## config.mk

```make
export PLATFORM = sky130hd
export DESIGN_NAME = dma_trig_sel
export DESIGN_NICKNAME = d
export VERILOG_FILES = /design/src/rtl/dma_trig_pkg.sv /design/src/rtl/dma_trig_edge.sv /design/src/rtl/dma_trig_chan.sv /design/src/rtl/dma_trig_sel.sv
export SDC_FILE = /design/constraint.sdc
export NUM_CORES = 1
export LEC_CHECK = 0
export ABC_AREA = 1
export BUFFER_PORTS_ARGS = -buffer_cell sky130_fd_sc_hd__buf_2
export CAP_MARGIN = 0
export CORE_ASPECT_RATIO = 0.75
export CORE_UTILIZATION = 46
export CTS_BUF_LIST = sky130_fd_sc_hd__clkbuf_8
export DETAILED_ROUTE_END_ITERATION = 10
export GPL_TIMING_DRIVEN = 0
export PLACE_DENSITY = 0.67
export SYNTH_ARGS = -nofsm -noshare
export SYNTH_HDL_FRONTEND = slang
export SYNTH_SLANG_ARGS = --single-unit
```

## constraint.sdc

```tcl
create_clock -name clk -period 3.7 [get_ports clk]
set_clock_uncertainty 0.1 [all_clocks]
set_input_delay 0.37 -clock clk [delete_from_list [all_inputs] [get_ports clk]]
set_output_delay 0.37 -clock clk [all_outputs]
set_load 0.005 [all_outputs]
```

## src/rtl/dma_trig_pkg.sv

```systemverilog
`timescale 1ns/1ps
package dma_trig_pkg;
  localparam int REG_W    = 8;
  localparam int FLAG_POS = 7;
  localparam int FIELD_W  = 6;

  typedef struct packed {
    logic               flag;
    logic               rsvd;
    logic [FIELD_W-1:0] sel;
  } trig_reg_t;

  function automatic trig_reg_t pack_reg(input logic flag, input logic [FIELD_W-1:0] sel);
    trig_reg_t r;
    r.flag = flag;
    r.rsvd = 1'b0;
    r.sel  = sel;
    return r;
  endfunction
endpackage

```

## src/rtl/dma_trig_edge.sv

```systemverilog
`timescale 1ns/1ps
module dma_trig_edge #(
  parameter int NIRQ = 64
) (
  input  logic            clk,
  input  logic            rst_n,
  input  logic [NIRQ-1:0] irq_in,
  input  logic            standby,
  output logic [NIRQ-1:0] rise
);
  logic [NIRQ-1:0] irq_q;

  // previous level is always tracked, so an edge masked by standby is lost
  always_ff @(posedge clk or negedge rst_n) begin
    if (!rst_n) irq_q <= '0;
    else        irq_q <= irq_in;
  end

  assign rise = irq_in & ~irq_q & {NIRQ{~standby}};
endmodule

```

## src/rtl/dma_trig_chan.sv

```systemverilog
`timescale 1ns/1ps
module dma_trig_chan #(
  parameter int SELW = 6,
  parameter int NIRQ = 1 << SELW
) (
  input  logic            clk,
  input  logic            rst_n,
  input  logic [NIRQ-1:0] rise,
  input  logic            en,
  input  logic            init,
  input  logic            wr_byte,
  input  logic            wr_bit,
  input  logic            wd_flag,
  input  logic [SELW-1:0] wd_sel,
  input  logic            accept,
  output logic            flag,
  output logic [SELW-1:0] sel,
  output logic            sel_viol
);
  logic hit;
  logic sw_clr;
  logic drop;

  assign hit    = (sel != '0) && rise[sel];
  assign sw_clr = (wr_byte | wr_bit) & ~wd_flag;
  assign drop   = accept | init | sw_clr;

  // a fresh edge outranks every clearing cause
  always_ff @(posedge clk or negedge rst_n) begin
    if (!rst_n)    flag <= 1'b0;
    else if (hit)  flag <= 1'b1;
    else if (drop) flag <= 1'b0;
  end

  always_ff @(posedge clk or negedge rst_n) begin
    if (!rst_n)       sel <= '0;
    else if (wr_byte) sel <= wd_sel;
  end

  assign sel_viol = wr_byte & en;
endmodule

```

## src/rtl/dma_trig_sel.sv

```systemverilog
`timescale 1ns/1ps
module dma_trig_sel
  import dma_trig_pkg::*;
#(
  parameter int NCH   = 4,
  parameter int SELW  = FIELD_W,
  parameter int NIRQ  = 1 << SELW,
  parameter int ADDRW = $clog2(NCH)
) (
  input  logic              clk,
  input  logic              rst_n,
  input  logic [ADDRW-1:0]  reg_addr,
  input  logic [REG_W-1:0]  reg_wdata,
  input  logic              reg_wr,
  input  logic              reg_bwr,
  output logic [REG_W-1:0]  reg_rdata,
  input  logic [NIRQ-1:0]   irq_in,
  input  logic              standby,
  input  logic [NCH-1:0]    ch_en,
  input  logic [NCH-1:0]    ch_init,
  output logic [NCH-1:0]    start_valid,
  input  logic [NCH-1:0]    start_ready,
  output logic              sel_err
);
  logic [NIRQ-1:0] rise;
  logic [NCH-1:0]  flag;
  logic [NCH-1:0]  viol;
  trig_reg_t       regs [NCH];
  logic            unused_rsvd;

  assign unused_rsvd = reg_wdata[FLAG_POS-1];

  dma_trig_edge #(.NIRQ(NIRQ)) u_edge (
    .clk(clk), .rst_n(rst_n), .irq_in(irq_in), .standby(standby), .rise(rise)
  );

  for (genvar g = 0; g < NCH; g++) begin : g_ch
    logic            hit_sel;
    logic [SELW-1:0] sel;
    assign hit_sel = (reg_addr == ADDRW'(g));

    dma_trig_chan #(.SELW(SELW), .NIRQ(NIRQ)) u_chan (
      .clk(clk), .rst_n(rst_n), .rise(rise),
      .en(ch_en[g]), .init(ch_init[g]),
      .wr_byte(reg_wr & hit_sel), .wr_bit(reg_bwr & hit_sel),
      .wd_flag(reg_wdata[FLAG_POS]), .wd_sel(reg_wdata[SELW-1:0]),
      .accept(start_valid[g] & start_ready[g]),
      .flag(flag[g]), .sel(sel), .sel_viol(viol[g])
    );

    assign regs[g]        = pack_reg(flag[g], FIELD_W'(sel));
    assign start_valid[g] = flag[g] & ch_en[g];
  end

  assign reg_rdata = regs[reg_addr];

  always_ff @(posedge clk or negedge rst_n) begin
    if (!rst_n)     sel_err <= 1'b0;
    else if (|viol) sel_err <= 1'b1;
  end
endmodule

```

==> impl_metrics.json, run 1 <==
{
  "outcome": "finished clean",
  "drt_iter0_drc": 972,
  "cts_buffers": 9,
  "ctsResizeCount": 0,
  "grt_usage": 0.4075,
  "post-route-period-util": 0.7399,
  "io_pins": 104,
  "dr_total_vias": 7471,
  "ys_seq_area_frac": 0.3681,
  "cp-end-kind": "output port",
  "cts_tree": "yes",
  "fp.coreArea_um2": 13200,
  "syn2layout_area_growth_pct": 24.06,
  "syn_area_um2": 6322,
  "gp_congestion": 1.043,
  "final_common_cell": "nand2_1",
  "multi_input_area_um2": 3415,
  "preCtsSetupSlack_ns": 1.402,
  "synth_flop_cell": "dfrtp_1",
  "path_cells": "inv_2 -> clkbuf_1 -> o21ai_0 -> a21oi_1 -> o21ai_0 -> buf_2",
  "cp.arrival_ns": 2.27,
  "p_per_area_nw_per_um2": 422.2,
  "max-vdd-ir-drop_uv": 266.9,
  "drive_gt1_frac": 0.1649,
  "synth_area_per_cell_um2": 6.634,
  "dp.final_hpwl_um": 20310,
  "grt_pass1_vias": 7073,
  "synth_warnings": 0,
  "first_pass_iters": 6,
  "clock_sinks": 93,
  "final_cell_mix": "nand2_1, nand3_1, buf_2, nor2_1, dfrtp_1",
  "tightestPinTransition_ns": 0.8503,
  "path_clk_slew_ns": 0.10,
  "grt_setup_unrepaired": "false",
  "required_ns": 3.23,
  "timing.critical_path.mode_cell": "o21ai_0",
  "drv_cap": 0,
  "grt_pass1_wl_um": 41710,
  "slowest_delay_ns": 0.62,
  "worstSetupStartpointType": "register",
  "drcViolationCount": 0,
  "synth_cell_type_count": 33,
  "grt_max_degree": 60,
  "slowest_stage": "clkbuf_1",
  "fp.dieH_um": 103.5,
  "setup_violations": 0,
  "async_flop_share": 1.000,
  "regArea_um2": 2327,
  "fillers": 1258,
  "io_buffers": 99,
  "setup-tns-final_ns": 0,
  "initial_core_util": 0.4790,
  "die_x_um": 137.4,
  "post-cts-setup-buffers": 0,
  "synth_edf_count": 0,
  "ant_nets": 0,
  "hold_viol": 0,
  "cts-root-buf": "clkbuf_8",
  "syn_inst": 953,
  "clockBufferDepth": 2,
  "finalWorstSetupSlack_ns": 0.9625,
  "drv_slew": 0,
  "final_nets": 1214,
  "fmax_mhz": 365.3,
  "antenna_found_initial": 0,
  "path_class": "register to output port",
  "critPathTopFamily": "buffers and inverters",
  "antenna_cells": 0,
  "p_leak_nw": 3.827,
  "clk-insertion-delay-late_ns": 0.41,
  "cp_num_buf_inv": 3,
  "path_max_fanout": 10,
  "grt_overflow": 0,
  "hold_buffers": 59,
  "rows": 36,
  "vias_per_cell": 5.751,
  "fin_crit_ns": 2.737,
  "hp-class": "input pin to register",
  "drt-total-wl_um": 27730,
  "slew-limit-headroom": 0.4288,
  "htree_levels": 3,
  "ys_ff_latch": 93,
  "die-area_um2": 14220,
  "routedWlPerCell_um": 21.35,
  "syn-num-nets": 1044
}
[flip-flops by register name (all words and copies together) (netlist names)]
register,count
u_edge.irq_q,64
g_ch.u_chan.flag,4
g_ch.u_chan.sel,24
sel_err,1
[synthesized netlist by cell type (2+ instances only)]
master / count / area share
nor3b_4: 4 / 0.012
nor3_1: 5 / 0.0040
buf_2: 17 / 0.013
buf_1: 3 / 0.0018
a21oi_1: 42 / 0.033
a22oi_1: 6 / 0.0071
or2_0: 3 / 0.0030
o221ai_1: 6 / 0.0083
buf_6: 7 / 0.012
o211ai_1: 6 / 0.0071
nor3_2: 2 / 0.0032
o21ai_0: 31 / 0.025
nor3_4: 8 / 0.021
nand3_1: 145 / 0.11
clkbuf_1: 11 / 0.0065
dfrtp_1: 93 / 0.37
nor2_1: 101 / 0.060
clkinv_1: 2 / 0.0012
nand4_1: 5 / 0.0049
inv_2: 5 / 0.0030
nand2_1: 343 / 0.20
inv_1: 76 / 0.045
nand3b_1: 2 / 0.0024
nor3b_2: 5 / 0.0099
buf_4: 5 / 0.0059
nor2_2: 13 / 0.013
[metrics by stage]
step	utilization	hold WS [ns]	instance area (um^2)	power, mW	instances
after floorplan	-	-0.02559	6322	1.992	953
after global placement	0.5328	0.3717	7032	2.523	1223
after detailed placement	0.5351	0.2524	7062	2.529	1224
after CTS	0.5943	0.001193	7844	3.258	1299
after global routing	0.5943	0.003164	7844	3.473	1299
final	0.5943	0.003639	7844	3.311	1299
[power by group]
part	leakage [nW]	total, mW	switching (mW)	internal, mW
Sequential	1.10	1.21	0.0964	1.11
Combinational	2.63	1.42	0.964	0.456
Clock	0.0954	0.683	0.422	0.261
Total	3.83	3.31	1.48	1.83
[final timing paths]
path	start	to	slack [ns]	cells past startpoint
max in group asynchronous	rst_n	g_ch[1].u_chan.sel[2]	2.46	3
worst min-delay path	irq_in[61]	u_edge.irq_q[61]	0.004	1
worst max register to register	g_ch[2].u_chan.sel[1]	g_ch[2].u_chan.flag	1.26	9
worst max-delay path	g_ch[3].u_chan.sel[0]	reg_rdata[0]	0.96	6
min in group asynchronous	rst_n	u_edge.irq_q[26]	0.38	2
worst min register to register	sel_err	sel_err	0.41	2
[per-layer routing]
layer | global-route usage | wire (um)
met5 | 0 | 0
met4 | 0.1648 | 954
met3 | 0.1194 | 3792
met2 | 0.5754 | 11290
met1 | 0.5761 | 11700
[layout make-up]
class / count / share of cell area
clock inverters: 7 / 0.008614
clock buffers: 9 / 0.01579
well taps: 171 / 0.02728
flip-flops and latches: 93 / 0.2967
plain buffers: 44 / 0.03430
repair buffers: 159 / 0.1423
inverters: 83 / 0.03972
multi-input cells: 733 / 0.4353
[kinds of logic (layout without fill, tap and decap cells)]
kind of cell | after synthesis | count (layout) | share of synthesized area
and+or+nand+nor | 639 | 639 | 0.4570
buffers and inverters | 127 | 302 | 0.09183
AOI/OAI and AO/OA | 93 | 93 | 0.08252
DFF | 93 | 93 | 0.3681
other | 1 | 1 | 0.0005931
Power figures use the tool's default switching activity.
==> run 2: changes to the inputs <==
--- a/config.mk
+++ b/config.mk
@@ -5,7 +5,7 @@
 export SDC_FILE = /design/constraint.sdc
 export NUM_CORES = 1
 export LEC_CHECK = 0
-export ABC_AREA = 1
+export ABC_AREA = 0
 export BUFFER_PORTS_ARGS = -buffer_cell sky130_fd_sc_hd__buf_2
 export CAP_MARGIN = 0
 export CORE_ASPECT_RATIO = 0.75
@@ -13,7 +13,7 @@
 export CTS_BUF_LIST = sky130_fd_sc_hd__clkbuf_8
 export DETAILED_ROUTE_END_ITERATION = 10
 export GPL_TIMING_DRIVEN = 0
-export PLACE_DENSITY = 0.67
+export PLACE_DENSITY = 0.7
 export SYNTH_ARGS = -nofsm -noshare
 export SYNTH_HDL_FRONTEND = slang
 export SYNTH_SLANG_ARGS = --single-unit
==> constraint.sdc (replaced) <==
create_clock -name clk -period 2.5 [get_ports clk]
set_clock_uncertainty 0.1 [all_clocks]
set_input_delay 0.25 -clock clk [delete_from_list [all_inputs] [get_ports clk]]
set_output_delay 0.25 -clock clk [all_outputs]
set_load 0.005 [all_outputs]
==> run 2 against run 1 <==
Net effect: sequential share of layout area grew 1.6 points; final area shrank 5.2%; clock power grew 36%; area after synthesis shrank 7.4%; power grew 40%; combinational power grew 31%; global-route usage shrank 5.4 points; die area shrank 7.2%; count of clock-buffer cells in the layout is the same; sequential power grew 51%; synthesized cell count shrank 46%.
==> impl_metrics.json, run 2 <==
{
  "cp-end-kind": "register",
  "grt_setup_unrepaired": "false",
  "intPower_mw": 2.833,
  "cts_buffers": 9,
  "rrSetupSlack_ns": 0.06,
  "power.switching_mw": 1.791,
  "clockBufferDepth": 2,
  "grt_usage": 0.3536,
  "die_x_um": 132.3,
  "final_cells": 857,
  "rows": 35,
  "drv_slew": 0,
  "path_clk_slew_ns": 0.10,
  "path_class": "register to register",
  "setup_violations": 0,
  "hold_viol": 0,
  "worstSetupStartpointType": "register",
  "drv_cap": 0,
  "drcViolationCount": 0,
  "cts-root-buf": "clkbuf_8",
  "top_regs": "u_edge.irq_q x64, g_ch.u_chan.sel x24, g_ch.u_chan.flag x4",
  "syn2layout_area_growth_pct": 27.02,
  "ys_ff_latch": 93,
  "io_pins": 104,
  "tightestPinTransition_ns": 0.6762,
  "fin_area_um2": 7440,
  "final_common_cell": "buf_2",
  "drt-total-wl_um": 22470,
  "final_cell_mix": "buf_2, dfrtp_1, dlygate4sd3_1, mux4_2",
  "place_inst": 777,
  "preCtsSetupSlack_ns": -0.07438,
  "cp.arrival_ns": 2.60,
  "switching_share": 0.3874,
  "path_max_fanout": 10,
  "dr_total_vias": 5405,
  "fillers": 1028,
  "clk-insertion-delay-late_ns": 0.38,
  "final_nets": 777,
  "ys_top_cells_by_count": "dfrtp_1, mux4_2, nand2b_1, nor2b_1, mux2_2",
  "post-route-period-util": 0.9763,
  "timing.critical_path.mode_cell": "o31ai_1",
  "min-delay-start": "reg_wdata[0]",
  "synth_cell_type_count": 61,
  "initial_core_util": 0.4743,
  "finalWorstSetupSlack_ns": 0.05918,
  "fp.dieH_um": 99.72,
  "cts_tree": "yes",
  "cp_num_buf_inv": 2,
  "io_buffers": 99,
  "hp-class": "input pin to register",
  "synth.area.top_cells": "dfrtp_1, mux4_2, mux2_2",
  "path_cells": "buf_2 -> inv_1 -> o31ai_1 -> nor4_2 -> o31ai_1 -> a22oi_1",
  "fmax_mhz": 409.7,
  "drt_iter0_drc": 591,
  "slew-limit-headroom": 0.5492,
  "vias_per_cell": 6.307,
  "required_ns": 2.65,
  "syn_inst": 511,
  "antenna_found_initial": 0,
  "postPlaceCellArea_um2": 6590,
  "antenna_cells": 0,
  "async_flop_share": 1.000,
  "gp_congestion": 0.9854,
  "yosysTopAreaCell": "dfrtp_1",
  "grt_pass1_wl_um": 33550,
  "max-vdd-ir-drop_uv": 364.9,
  "outcome": "finished clean",
  "netlist.area_leader.share": 0.3974,
  "largest-register": "u_edge.irq_q",
  "routedWlPerCell_um": 26.22,
  "critPathTopFamily": "compound AO/OA/AOI/OAI gates",
  "die-area_um2": 13190,
  "hold_end": "g_ch[0].u_chan.sel[0]",
  "dp.final_hpwl_um": 16300,
  "grt_overflow": 0,
  "setup-tns-final_ns": 0,
  "pwr-share-clk": 0.201,
  "syn_area_um2": 5857,
  "ant_nets": 0,
  "fp.coreArea_um2": 12350,
  "grt_pass1_vias": 5499,
  "htree_levels": 3,
  "post-cts-setup-buffers": 0,
  "ys_seq_area_frac": 0.3974,
  "drive_gt1_frac": 0.3227,
  "reg2reg_from": "g_ch[2].u_chan.sel[2]",
  "grt_max_degree": 48,
  "largest_reg_flops": 64,
  "seq_power_share": 0.396,
  "slowest_stage": "dfrtp_2",
  "synth_edf_count": 0,
  "synth_flop_cell": "dfrtp_1",
  "p_per_area_nw_per_um2": 621.5,
  "synthMostInstantiatedCell": "dfrtp_1",
  "syn-num-nets": 602,
  "first_pass_iters": 5,
  "combPwrFrac": 0.403,
  "clock_sinks": 93,
  "slowest_delay_ns": 0.54,
  "synth_area_per_cell_um2": 11.46,
  "p_leak_nw": 3.069,
  "hold_path_depth": 3,
  "rr_worst_depth": 6,
  "fin_crit_ns": 2.441,
  "synth_warnings": 0,
  "worst_r2r_endpoint": "g_ch[2].u_chan.flag"
}
## run 2: cell count changes in the layout (fill, tap and decap cells not counted), moves of 28 or more
cell / change
nand2_1: -325
nand3_1: -134
nor2_1: -76
inv_1: -61
mux4_2: +50
nand2b_1: +38
nor2b_1: +38
a21oi_1: -29
mux2_2: +28
## run 2: power by group through the flow
stage | combinational, mW | sequential [mW] | clock, mW
6_report | 1.86 | 1.83 | 0.931
2_1_floorplan | 1.09 | 1.76 | 0
4_1_cts | 1.81 | 1.80 | 0.948
5_1_grt | 1.94 | 1.84 | 0.990
3_3_place_gp | 1.69 | 1.83 | 0
3_5_place_dp | 1.72 | 1.83 | 0
## run 2: cell type report
class | count | area (um^2) | share of cell area
buffer | 33 | 166.4 | 0.02237
clock inverter | 7 | 45.04 | 0.006054
multi-input combinational | 366 | 3319 | 0.4462
timing repair buffer | 165 | 1176 | 0.1581
tap | 166 | 207.7 | 0.02792
inverter | 18 | 71.32 | 0.009586
sequential | 93 | 2330 | 0.3132
clock buffer | 9 | 123.9 | 0.01665
## run 2: worst max-delay path by stage
stage | start | end | slack [ns] | cells after the start
2_1_floorplan | g_ch[1].u_chan.sel[0] | g_ch[1].u_chan.flag | 0.60 | 6
3_3_place_gp | g_ch[2].u_chan.sel[1] | g_ch[2].u_chan.flag | -0.13 | 6
3_5_place_dp | g_ch[2].u_chan.sel[1] | g_ch[2].u_chan.flag | -0.07 | 6
4_1_cts | g_ch[0].u_chan.sel[0] | g_ch[0].u_chan.flag | 0.05 | 7
5_1_grt | g_ch[3].u_chan.sel[0] | g_ch[3].u_chan.flag | 0.04 | 7
6_report | g_ch[2].u_chan.sel[2] | g_ch[2].u_chan.flag | 0.06 | 6
## run 2: worst min-delay path, cell delays in order
cell	delay [ns]
buf_2	0.12
nand2_1	0.05
o21ai_0	0.06
## run 2: per-stage QoR
step | hold WS, ns | util | total power, mW
floorplan | -0.1456 | - | 2.851
global placement | 0.2679 | 0.5312 | 3.521
detailed placement | 0.1972 | 0.5336 | 3.549
CTS | 0.03090 | 0.6013 | 4.563
global route | 0.04905 | 0.6024 | 4.773
finish | 0.03421 | 0.6024 | 4.624
## run 2: repair_timing
| item | in CTS | in global routing |
|---|---|---|
| endpoints found under the hold margin | 110 | 0 |
| pin swaps | 0 | 0 |
| gates cloned | 0 | 0 |
| resized for setup | 7 | 10 |
| endpoints found under the setup margin | 5 | 3 |
| hold buffers | 65 | 0 |
## run 2: cells by family after synthesis
| group | after synthesis | synth area share |
|---|---|---|
| AOI/OAI and AO/OA | 84 | 0.1021 |
| buffers and inverters | 52 | 0.03824 |
| DFF | 93 | 0.3974 |
| other | 1 | 0.0006403 |
| and+or+nand+nor | 187 | 0.1854 |
| muxes | 94 | 0.2762 |
## run 2: routing by layer
metal	global-route usage	up-vias	share of wire
li1	-	2283	-
met5	0.01852	-	0
met1	0.4983	2672	0.41
met3	0.07034	61	0.11
met4	0.1335	0	0.038
met2	0.5421	389	0.44
==> run 3: changes to the inputs <==
--- a/config.mk
+++ b/config.mk
@@ -7,8 +7,6 @@
 export LEC_CHECK = 0
 export ABC_AREA = 0
 export BUFFER_PORTS_ARGS = -buffer_cell sky130_fd_sc_hd__buf_2
-export CAP_MARGIN = 0
-export CORE_ASPECT_RATIO = 0.75
 export CORE_UTILIZATION = 46
 export CTS_BUF_LIST = sky130_fd_sc_hd__clkbuf_8
 export DETAILED_ROUTE_END_ITERATION = 10
==> run 3 against run 2 <==
Net effect: power increased by 1.5%; clock power increased by 14%; combinational power about the same; non-clock buffer count increased by 1; largest power group unchanged; sequential power about the same; sequential share of layout area decreased by 0.18 points.
==> impl_metrics.json, run 3 (synthesis results as in run 2) <==
{
  "outcome": "finished clean",
  "hold_path_depth": 3,
  "rr_worst_depth": 7,
  "cts_tree": "yes",
  "use_met1": 0.4256,
  "clk-insertion-delay-late_ns": 0.39,
  "cp.arrival_ns": 2.61,
  "die_x_um": 114.8,
  "drive_gt1_frac": 0.3266,
  "worst_r2r_endpoint": "g_ch[2].u_chan.flag",
  "drcViolationCount": 0,
  "top_regs": "u_edge.irq_q x64, g_ch.u_chan.sel x24, g_ch.u_chan.flag x4",
  "setup-tns-final_ns": 0,
  "preCtsSetupSlack_ns": -0.2279,
  "hp-class": "input pin to register",
  "first_pass_iters": 5,
  "dr_total_vias": 5351,
  "drt-total-wl_um": 20820,
  "ant_nets": 0,
  "gp_congestion": 0.9822,
  "grt_busiest_layer": "met2",
  "rows": 40,
  "required_ns": 2.68,
  "p_per_area_nw_per_um2": 627.0,
  "tightestPinTransition_ns": 0.7356,
  "use_met2": 0.5382,
  "grt_pass1_wl_um": 31660,
  "reg2reg_from": "g_ch[2].u_chan.sel[1]",
  "fmax_mhz": 411.6,
  "path_clk_slew_ns": 0.09,
  "worstSetupStartpointType": "register",
  "p_leak_nw": 3.080,
  "grt_overflow": 0,
  "path_max_fanout": 10,
  "cp-end-kind": "register",
  "largest-register": "u_edge.irq_q",
  "final_cell_mix": "buf_2, dfrtp_1, dlygate4sd3_1, mux4_2, nand2b_1",
  "hold_viol": 0,
  "fp.dieH_um": 114.8,
  "fin_crit_ns": 2.430,
  "clock_sinks": 93,
  "final_common_cell": "buf_2",
  "max-vdd-ir-drop_uv": 415.5,
  "routedWlPerCell_um": 24.21,
  "setup_violations": 0,
  "antenna_cells": 0,
  "cts_buffers": 9,
  "htree_levels": 3,
  "hold_end": "g_ch[0].u_chan.sel[4]",
  "grt_setup_unrepaired": "true",
  "drv_slew": 0,
  "drt_iter0_drc": 447,
  "die-area_um2": 13190,
  "use_met3": 0.07486,
  "drv_cap": 0,
  "cts-root-buf": "clkbuf_8",
  "syn2layout_area_growth_pct": 27.84,
  "io_buffers": 99,
  "grt_max_degree": 49,
  "largest_reg_flops": 64,
  "fp.coreArea_um2": 12210,
  "initial_core_util": 0.4796,
  "io_pins": 104,
  "clockBufferDepth": 2,
  "rrSetupSlack_ns": 0.07,
  "vias_per_cell": 6.222,
  "dp.final_hpwl_um": 15690,
  "finalWorstSetupSlack_ns": 0.07047,
  "path_class": "register to register",
  "post-route-period-util": 0.9718,
  "final_nets": 778,
  "slew-limit-headroom": 0.5051,
  "grt_pass1_vias": 5567,
  "grt_usage": 0.3363,
  "antenna_found_initial": 0,
  "min-delay-start": "reg_wdata[4]"
}
[run 3: changes by cell type in the layout (fill, tap and decap cells not counted), sizes merged]
cell	previous run	this run
clkbuf	27	29
bufinv	0	1
inv	18	17
clkinvlp	2	1
[run 3: worst max-delay path by stage]
| stage | from | endpoint | slack (ns) | depth (start not counted) |
|---|---|---|---|---|
| after global placement | g_ch[3].u_chan.sel[1] | g_ch[3].u_chan.flag | -0.24 | 8 |
| after CTS | g_ch[0].u_chan.sel[0] | g_ch[0].u_chan.flag | 0.005 | 7 |
| final | g_ch[2].u_chan.sel[1] | g_ch[2].u_chan.flag | 0.07 | 7 |
| after global routing | g_ch[2].u_chan.sel[1] | g_ch[2].u_chan.flag | -0.003 | 6 |
| after floorplan | g_ch[1].u_chan.sel[0] | g_ch[1].u_chan.flag | 0.60 | 6 |
| after detailed placement | g_ch[3].u_chan.sel[1] | g_ch[3].u_chan.flag | -0.23 | 8 |
[run 3: area by class of cell]
cell class / count / area (um^2)
clock inverters: 6 / 68.82
inverters: 18 / 68.82
flip-flops and latches: 93 / 2331
plain buffers: 34 / 168.9
multi-input cells: 366 / 3326
fillers: 1018 / 4725
clock buffers: 10 / 137.6
repair buffers: 165 / 1176
well taps: 168 / 210.2
[run 3: report_power, final]
group / switching [mW] / internal (mW)
Clock: 0.565 / 0.496
Combinational: 1.01 / 0.824
Sequential: 0.146 / 1.66
Total: 1.72 / 2.98
[run 3: stage by stage]
step	area (um^2)	util	cells	total power, mW	hold slack [ns]
floorplan	5857	-	511	2.851	-0.1456
global placement	6563	0.5374	778	3.474	0.2677
detailed placement	6593	0.5399	779	3.507	0.1925
CTS	7461	0.6110	860	4.655	0.0008786
global route	7487	0.6131	860	4.882	0.03861
finish	7487	0.6131	860	4.695	0.01399
[run 3: layer usage]
layer / wire length, um / share of wire
met5: 0 / 0
met4: 1083 / 0.052
met3: 1895 / 0.091
met2: 9699 / 0.47
met1: 8137 / 0.39
[run 3: worst max-delay path, cell delays in order (launching register included)]
cell and delay [ns]:
dfrtp_1 0.35, buf_2 0.28, nand2b_1 0.24, o32ai_1 0.32, o31ai_1 0.12, nor4_2 0.43
o31ai_1 0.16, a22oi_1 0.32
[run 3: timing repair]
item                                   4_1_cts  5_1_grt
setup endpoints to repair                    1        4
resized for setup                            4       13
setup buffers                                0        0
hold buffers                                65        0
endpoints found under the hold margin      109        0
cloned                                       0        0
